File: config.mk
export PLATFORM = sky130hd
export DESIGN_NAME = skip_eval
export DESIGN_NICKNAME = d
export VERILOG_FILES = /design/src/rtl/skip_pkg.sv /design/src/rtl/skip_decode.sv /design/src/rtl/skip_cond.sv /design/src/rtl/skip_step.sv /design/src/rtl/skip_eval.sv
export SDC_FILE = /design/constraint.sdc
export NUM_CORES = 1
export LEC_CHECK = 0
export BUFFER_PORTS_ARGS = -buffer_cell sky130_fd_sc_hd__buf_4
export CORE_AREA = 3 3 40 42
export DETAILED_ROUTE_END_ITERATION = 12
export DIE_AREA = 0 0 43 45
export PLACE_DENSITY = 0.46
export SETUP_SLACK_MARGIN = 0.05
export SLEW_MARGIN = 20
export SYNTH_ARGS = -nofsm -noshare
export SYNTH_HDL_FRONTEND = slang
export SYNTH_SLANG_ARGS = --single-unit
File: constraint.sdc
create_clock -name clk_i -period 1.3 [get_ports clk_i]
set_input_delay 0.065 -clock clk_i [delete_from_list [all_inputs] [get_ports clk_i]]
set_output_delay 0.065 -clock clk_i [all_outputs]
set_load 0.02 [all_outputs]
File: src/rtl/skip_pkg.sv
package skip_pkg;
  // decoded operate-group-2 fields
  typedef struct packed {
    logic is_grp2;
    logic sense_and;
    logic sel_sign;
    logic sel_zero;
    logic sel_link;
  } opr_fields_t;

  localparam int unsigned N_TESTS = 3;
endpackage

File: src/rtl/skip_decode.sv
module skip_decode
  import skip_pkg::*;
#(
  parameter int unsigned IR_W = 12
) (
  input  logic [IR_W-1:0] ir_i,
  output opr_fields_t     fld_o
);
  // bit n counted from the MSB maps to vector index IR_W-1-n
  localparam int unsigned B_SENSE = IR_W - 1 - 8;
  localparam int unsigned B_SIGN  = IR_W - 1 - 5;
  localparam int unsigned B_ZERO  = IR_W - 1 - 6;
  localparam int unsigned B_LINK  = IR_W - 1 - 7;
  localparam int unsigned B_GRP   = IR_W - 1 - 3;
  localparam int unsigned B_LAST  = IR_W - 1 - 11;

  logic unused_bits;
  assign unused_bits = ^ir_i[IR_W-1-9 -: 2];

  always_comb begin
    fld_o.is_grp2   = (ir_i[IR_W-1 -: 3] == 3'b111) && ir_i[B_GRP] && !ir_i[B_LAST];
    fld_o.sense_and = ir_i[B_SENSE];
    fld_o.sel_sign  = ir_i[B_SIGN];
    fld_o.sel_zero  = ir_i[B_ZERO];
    fld_o.sel_link  = ir_i[B_LINK];
  end
endmodule

File: src/rtl/skip_cond.sv
module skip_cond
  import skip_pkg::*;
#(
  parameter int unsigned WORD_W = 12
) (
  input  opr_fields_t       fld_i,
  input  logic [WORD_W-1:0] ac_i,
  input  logic              link_i,
  output logic              skip_o
);
  logic [N_TESTS-1:0] sel;
  logic [N_TESTS-1:0] cond;   // {link set, ac zero, ac negative}
  logic [N_TESTS-1:0] and_term;
  logic               or_hit, and_hit;

  assign sel  = {fld_i.sel_link, fld_i.sel_zero, fld_i.sel_sign};
  assign cond = {link_i, ~|ac_i, ac_i[WORD_W-1]};

  // unselected tests are neutral in the AND sense
  for (genvar g = 0; g < N_TESTS; g++) begin : g_and
    assign and_term[g] = ~sel[g] | ~cond[g];
  end

  assign or_hit  = |(sel & cond);
  assign and_hit = &and_term;
  assign skip_o  = fld_i.is_grp2 && (fld_i.sense_and ? and_hit : or_hit);
endmodule

File: src/rtl/skip_step.sv
module skip_step (
  input  logic clk_i,
  input  logic rst_ni,
  input  logic fetch_i,
  input  logic exec_i,
  input  logic skip_i,
  output logic fetch_inc_o,
  output logic exec_inc_o,
  output logic skip_o
);
  always_ff @(posedge clk_i or negedge rst_ni) begin
    if (!rst_ni) begin
      fetch_inc_o <= 1'b0;
      exec_inc_o  <= 1'b0;
      skip_o      <= 1'b0;
    end else begin
      fetch_inc_o <= fetch_i;
      exec_inc_o  <= exec_i & skip_i;
      if (exec_i) skip_o <= skip_i;
    end
  end
endmodule

File: src/rtl/skip_eval.sv
module skip_eval
  import skip_pkg::*;
#(
  parameter int unsigned WORD_W = 12
) (
  input  logic              clk_i,
  input  logic              rst_ni,
  input  logic [WORD_W-1:0] ir_i,
  input  logic [WORD_W-1:0] ac_i,
  input  logic              link_i,
  input  logic              fetch_i,
  input  logic              exec_i,
  output logic              fetch_inc_o,
  output logic              exec_inc_o,
  output logic              skip_o
);
  opr_fields_t fld;
  logic        skip_now;

  skip_decode #(.IR_W(WORD_W)) i_decode (
    .ir_i  (ir_i),
    .fld_o (fld)
  );

  skip_cond #(.WORD_W(WORD_W)) i_cond (
    .fld_i  (fld),
    .ac_i   (ac_i),
    .link_i (link_i),
    .skip_o (skip_now)
  );

  skip_step i_step (
    .clk_i       (clk_i),
    .rst_ni      (rst_ni),
    .fetch_i     (fetch_i),
    .exec_i      (exec_i),
    .skip_i      (skip_now),
    .fetch_inc_o (fetch_inc_o),
    .exec_inc_o  (exec_inc_o),
    .skip_o      (skip_o)
  );
endmodule

==> results.json, run 1 <==
{
  "num_vias": 261,
  "path_cells": "buf_4, nor4_2, nand4_1, a2111o_1, nand3_1",
  "layout_common_cells": "buf_4, nand4_1, clkbuf_4, dfrtp_1",
  "yosysUniqueCellTypes": 12,
  "p_leak_nw": 0.230,
  "mappedNetlistArea_um2": 176,
  "yosysSeqAreaShare_pct": 42.6,
  "start_kind": "input port",
  "ys_ff_latch": 3,
  "end_kind": "flip-flop",
  "cts_tree": "yes",
  "dieArea_um2": 1940,
  "whs_ns": 0.124,
  "initialDrtViolationCount": 2,
  "fin_util_pct": 35.2,
  "cpPeakStageDelay_ns": 0.41,
  "cts_buffers": 3,
  "finalSetupViolCount": 0,
  "portBuffers": 28,
  "critical_path_depth": 5,
  "vias_per_cell": 3.95,
  "power_density_nw_per_um2": 757,
  "worstPathRequired_ns": 1.46,
  "crit_path_top_delay_cell": "a2111o_1",
  "drc": 0,
  "maxCapViolations": 0,
  "holdCritPathClass": "input port to flip-flop",
  "finalCriticalPeriod_ns": 0.918,
  "track_usage_pct": 7.68,
  "clk_pin_slew_worst_paths_ns": 0.04,
  "gp_congestion": 0.693,
  "final_nets": 81,
  "cts_max_level": 1,
  "ir_drop_mv": 0.181,
  "ant_nets": 0,
  "start_util_pct": 13.7,
  "worstSetupPathType": "input port to flip-flop",
  "maxSlewViolCount": 0,
  "core_um2": 1280,
  "hold_depth": 3,
  "antenna_found_initial": 0,
  "root_buffer": "clkbuf_4",
  "drt_first_pass_iters": 2,
  "ctsResizeCount": 0,
  "std_cell_rows": 13,
  "r2r_start": "i_step.skip_o$_DFFE_PN0P_",
  "grt_overflow": 0,
  "clock_sinks": 3,
  "crit_arrival_ns": 1.08,
  "hold_viol_final": 0,
  "routedWlPerCell_um": 10.7,
  "slew_headroom_pct": 85.1,
  "critPathBufInv": 1,
  "fillers": 137,
  "reg2reg_depth": 2,
  "regToRegSetupSlack_ns": 0.66,
  "wirelength_um": 706,
  "timing.rr.end": "i_step.skip_o$_DFFE_PN0P_",
  "startpoint": "ac_i[11]",
  "synth.area.top_cells": "dfrtp_1, nand4_1, nor4b_2",
  "synth_top_area_share_pct": 42.6,
  "setup_tns_ns": 0,
  "status": "finished, final reports clean",
  "finalClockSkew_ns": 0,
  "syn-num-nets": 46,
  "grt_pass1_vias": 280,
  "grt_max_degree": 4,
  "crit_family": "simple AND/OR/NAND/NOR gates",
  "clockBufferDepth": 2,
  "yosysTopAreaCell": "dfrtp_1",
  "period_share_pct": 70.6,
  "diodes": 0,
  "drive_gt1_share_pct": 66.7,
  "synth.avg_cell_area_um2": 10.4,
  "clock_latency_ns": 0.23,
  "die_y_um": 45,
  "ys_warn_count": 0,
  "synthToLayoutAreaGrowth_pct": 156,
  "rsz0062_at_grt": "false",
  "synthCells": 17,
  "die_w_um": 43,
  "final_common_cell": "buf_4",
  "io_pins": 32,
  "cp-endpoint": "i_step.skip_o$_DFFE_PN0P_",
  "worst_slew_pin_slew_ns": 0.224,
  "clock.fmax_mhz": 1090,
  "grt_pass1_wl_mm": 1.09,
  "critPathMaxFanout": 2
}
-- layer usage --
| layer | GRT usage [%] | up-vias | wire (µm) |
|---|---|---|---|
| met2 | 15.0 | 4 | 468 |
| met4 | 5.42 | 0 | 0 |
| met5 | 0 | - | 0 |
| met1 | 7.28 | 121 | 226 |
| li1 | - | 136 | - |
| met3 | 1.20 | 0 | 11 |
-- per-stage QoR --
stage          cell area (µm²)  instances  setup slack [ns]  power, mW
2_1_floorplan              176         17             0.350      0.111
3_3_place_gp               405         60             0.126      0.175
3_5_place_dp               405         60             0.137      0.176
4_1_cts                    452         66             0.373      0.349
5_1_grt                    452         66             0.341      0.366
6_report                   452         66             0.382      0.342
-- worst min-delay path by stage --
stage	startpoint	to	slack, ns
final	ir_i[3]	i_step.exec_inc_o$_DFF_PN0_	0.12
after global routing	exec_i	i_step.skip_o$_DFFE_PN0P_	0.12
after CTS	ir_i[3]	i_step.exec_inc_o$_DFF_PN0_	0.12
after detailed placement	rst_ni	i_step.fetch_inc_o$_DFF_PN0_	-0.14
after global placement	rst_ni	i_step.fetch_inc_o$_DFF_PN0_	-0.14
after floorplan	rst_ni	i_step.exec_inc_o$_DFF_PN0_	-0.23
-- flip-flops by register name, indices dropped and copies added, names as in the netlist --
signal              flops
i_step.exec_inc_o       1
i_step.fetch_inc_o      1
i_step.skip_o           1
-- power breakdown --
| part | switching [mW] | internal [mW] |
|---|---|---|
| Clock | 0.0475 | 0.115 |
| Sequential | 0.000841 | 0.0961 |
| Combinational | 0.0226 | 0.0600 |
-- cells by family (layout without fill, tap and decap cells) --
kind of cell | Yosys count | in the layout | synth area share, %
and+or+nand+nor | 12 | 12 | 46.8
DFF | 3 | 3 | 42.6
AOI/OAI and AO/OA | 2 | 2 | 10.6
buffers and inverters | 0 | 34 | 0
-- timing repair --
action	CTS	global route
hold endpoints to repair	4	0
buffers inserted	0	0
setup endpoints to repair	0	0
hold buffers	2	0
-- synth_stat cells --
cell,instances
a2111o_1,1
dfrtp_1,3
nand4_1,3
or2b_2,1
nand2b_1,1
nor4b_2,1
nand2_1,1
nor2_1,2
a22oi_1,1
nor3_1,1
nand3_1,1
nor4_2,1
-- worst reg2reg max path, cell delays in order, from the launching register on --
cell and delay, ns:
dfrtp_1 0.37, nand2b_1 0.07, nand3_1 0.07
-- layout make-up --
cell class	instances	area, µm²	share of cell area (%)
flip-flops and latches	3	75.1	16.6
clock buffers	4	26.3	5.82
multi-input cells	14	101	22.4
repair buffers	30	230	51.0
well taps	15	18.8	4.16
Power figures use the tool's default switching activity.
==> inputs of run 2 (changes only) <==
==> constraint.sdc (replaced) <==
create_clock -name clk_i -period 0.9 [get_ports clk_i]
set_input_delay 0.045 -clock clk_i [delete_from_list [all_inputs] [get_ports clk_i]]
set_output_delay 0.045 -clock clk_i [all_outputs]
set_load 0.02 [all_outputs]
==> run 2 against run 1 <==
Non-clock buffer count did not move. Cell area grew 5.3%. Via count rose by 3.4%. Routed wire length is 0.71% higher. Sequential share of layout area is 0.83 points lower. Global-route usage grew 0.90 points. Setup slack worse by 0.33 ns. First-iteration DRC count decreased by 100%. Critical endpoint unchanged.
==> results.json, run 2 (same netlist as run 1, synthesis figures left out) <==
{
  "status": "finished, final reports clean",
  "grt_pass1_vias": 290,
  "period_share_pct": 94.0,
  "start_util_pct": 13.7,
  "maxSlewViolCount": 0,
  "final_nets": 81,
  "start_kind": "input port",
  "regToRegSetupSlack_ns": 0.25,
  "io_pins": 32,
  "diodes": 0,
  "drc": 0,
  "hold_viol_final": 0,
  "crit_arrival_ns": 1.01,
  "gp_congestion": 0.776,
  "timing.rr.end": "i_step.skip_o$_DFFE_PN0P_",
  "drive_gt1_share_pct": 66.7,
  "worstPathRequired_ns": 1.07,
  "rsz0062_at_grt": "true",
  "clock_latency_ns": 0.23,
  "finalClockSkew_ns": 0,
  "final_area_um2": 475,
  "drt_first_pass_iters": 1,
  "root_buffer": "clkbuf_4",
  "routedWlPerCell_um": 10.8,
  "cts_tree": "yes",
  "finalSetupViolCount": 0,
  "portBuffers": 28,
  "maxCapViolations": 0,
  "finalCriticalPeriod_ns": 0.846,
  "grt_overflow": 0,
  "core_um2": 1280,
  "grt_pass1_wl_mm": 1.16,
  "hp-start": "ir_i[3]",
  "final_common_cell": "buf_4",
  "antenna_found_initial": 0,
  "end_kind": "flip-flop",
  "wirelength_um": 711,
  "cts_max_level": 1,
  "clock_sinks": 3,
  "largest_registers": "i_step.exec_inc_o (1), i_step.fetch_inc_o (1), i_step.skip_o (1)",
  "cts_buffers": 3,
  "die_y_um": 45,
  "power_density_nw_per_um2": 1070,
  "clockBufferDepth": 2,
  "place_area_um2": 414,
  "r2r_start": "i_step.skip_o$_DFFE_PN0P_",
  "clk_pin_slew_worst_paths_ns": 0.04,
  "std_cell_rows": 13,
  "dieArea_um2": 1940,
  "slew_headroom_pct": 85.7,
  "critPathMaxFanout": 2,
  "reg2reg_depth": 2,
  "place_inst": 60,
  "ant_nets": 0,
  "ir_drop_mv": 0.560,
  "grt_max_degree": 4,
  "holdCritPathClass": "input port to flip-flop",
  "num_vias": 270,
  "layout_common_cells": "buf_4, nand4_1, clkbuf_4, dfrtp_1",
  "dp_hpwl_um": 634,
  "layoutNonFillerInstCount": 66,
  "vias_per_cell": 4.09,
  "die_w_um": 43,
  "worstHoldEndpoint": "i_step.exec_inc_o$_DFF_PN0_",
  "worst_slew_pin_slew_ns": 0.215,
  "hold_depth": 3,
  "worstSetupPathType": "input port to flip-flop",
  "initialDrtViolationCount": 0,
  "clock.fmax_mhz": 1180,
  "track_usage_pct": 8.58,
  "p_leak_nw": 0.236,
  "synthToLayoutAreaGrowth_pct": 170
}
-- run 2: critical path, stage by stage --
cell and delay, ns:
buf_8 0.10, nor4_4 0.24, nand4_1 0.14, a2111o_1 0.40
nand3_1 0.08
-- run 2: layout make-up --
cell class / count / area [µm²]
clock buffers: 4 / 26.3
flip-flops and latches: 3 / 75.1
multi-input cells: 14 / 110
repair buffers: 30 / 245
fillers: 146 / 810
well taps: 15 / 18.8
-- run 2: what timing repair did --
action / CTS / global route
endpoints found under the hold margin: 4 / 0
pin swaps: 2 / 1
buffers inserted: 0 / 0
resized for setup: 2 / 2
hold buffers: 2 / 0
endpoints found under the setup margin: 2 / 2
-- run 2: per-stage QoR --
stage	power [mW]	hold WS, ns	util, %	TNS, ns	setup WS (ns)
global route	0.556	0.111	37.0	-0.0124	-0.00676
CTS	0.516	0.0902	36.4	0	0.0416
detailed placement	0.262	-0.163	32.2	-0.454	-0.233
global placement	0.259	-0.164	32.2	-0.445	-0.227
finish	0.507	0.0963	37.0	0	0.0544
floorplan	0.161	-0.251	-	-0.0464	-0.0251
-- run 2: per-layer routing --
layer	global-route usage [%]	vias to the layer above	wire [µm]
met5	0	-	0
met4	7.23	0	0
met3	6.77	0	183
met2	13.2	25	325
met1	7.25	109	202
li1	-	136	-
-- run 2: worst max path at each step --
stage / startpoint / end / slack (ns) / cells past startpoint
floorplan: ac_i[11] / i_step.skip_o$_DFFE_PN0P_ / -0.03 / 4
global placement: ac_i[4] / i_step.exec_inc_o$_DFF_PN0_ / -0.23 / 5
global route: ac_i[11] / i_step.skip_o$_DFFE_PN0P_ / -0.007 / 5
CTS: ac_i[11] / i_step.skip_o$_DFFE_PN0P_ / 0.04 / 5
detailed placement: ac_i[11] / i_step.skip_o$_DFFE_PN0P_ / -0.23 / 5
finish: ac_i[11] / i_step.skip_o$_DFFE_PN0P_ / 0.05 / 5
-- run 2: power by group --
part	total [mW]	switching, mW	internal [mW]
combinational	0.131	0.0367	0.0940
sequential	0.140	0.00100	0.139
clock	0.237	0.0706	0.166
total	0.507	0.108	0.399
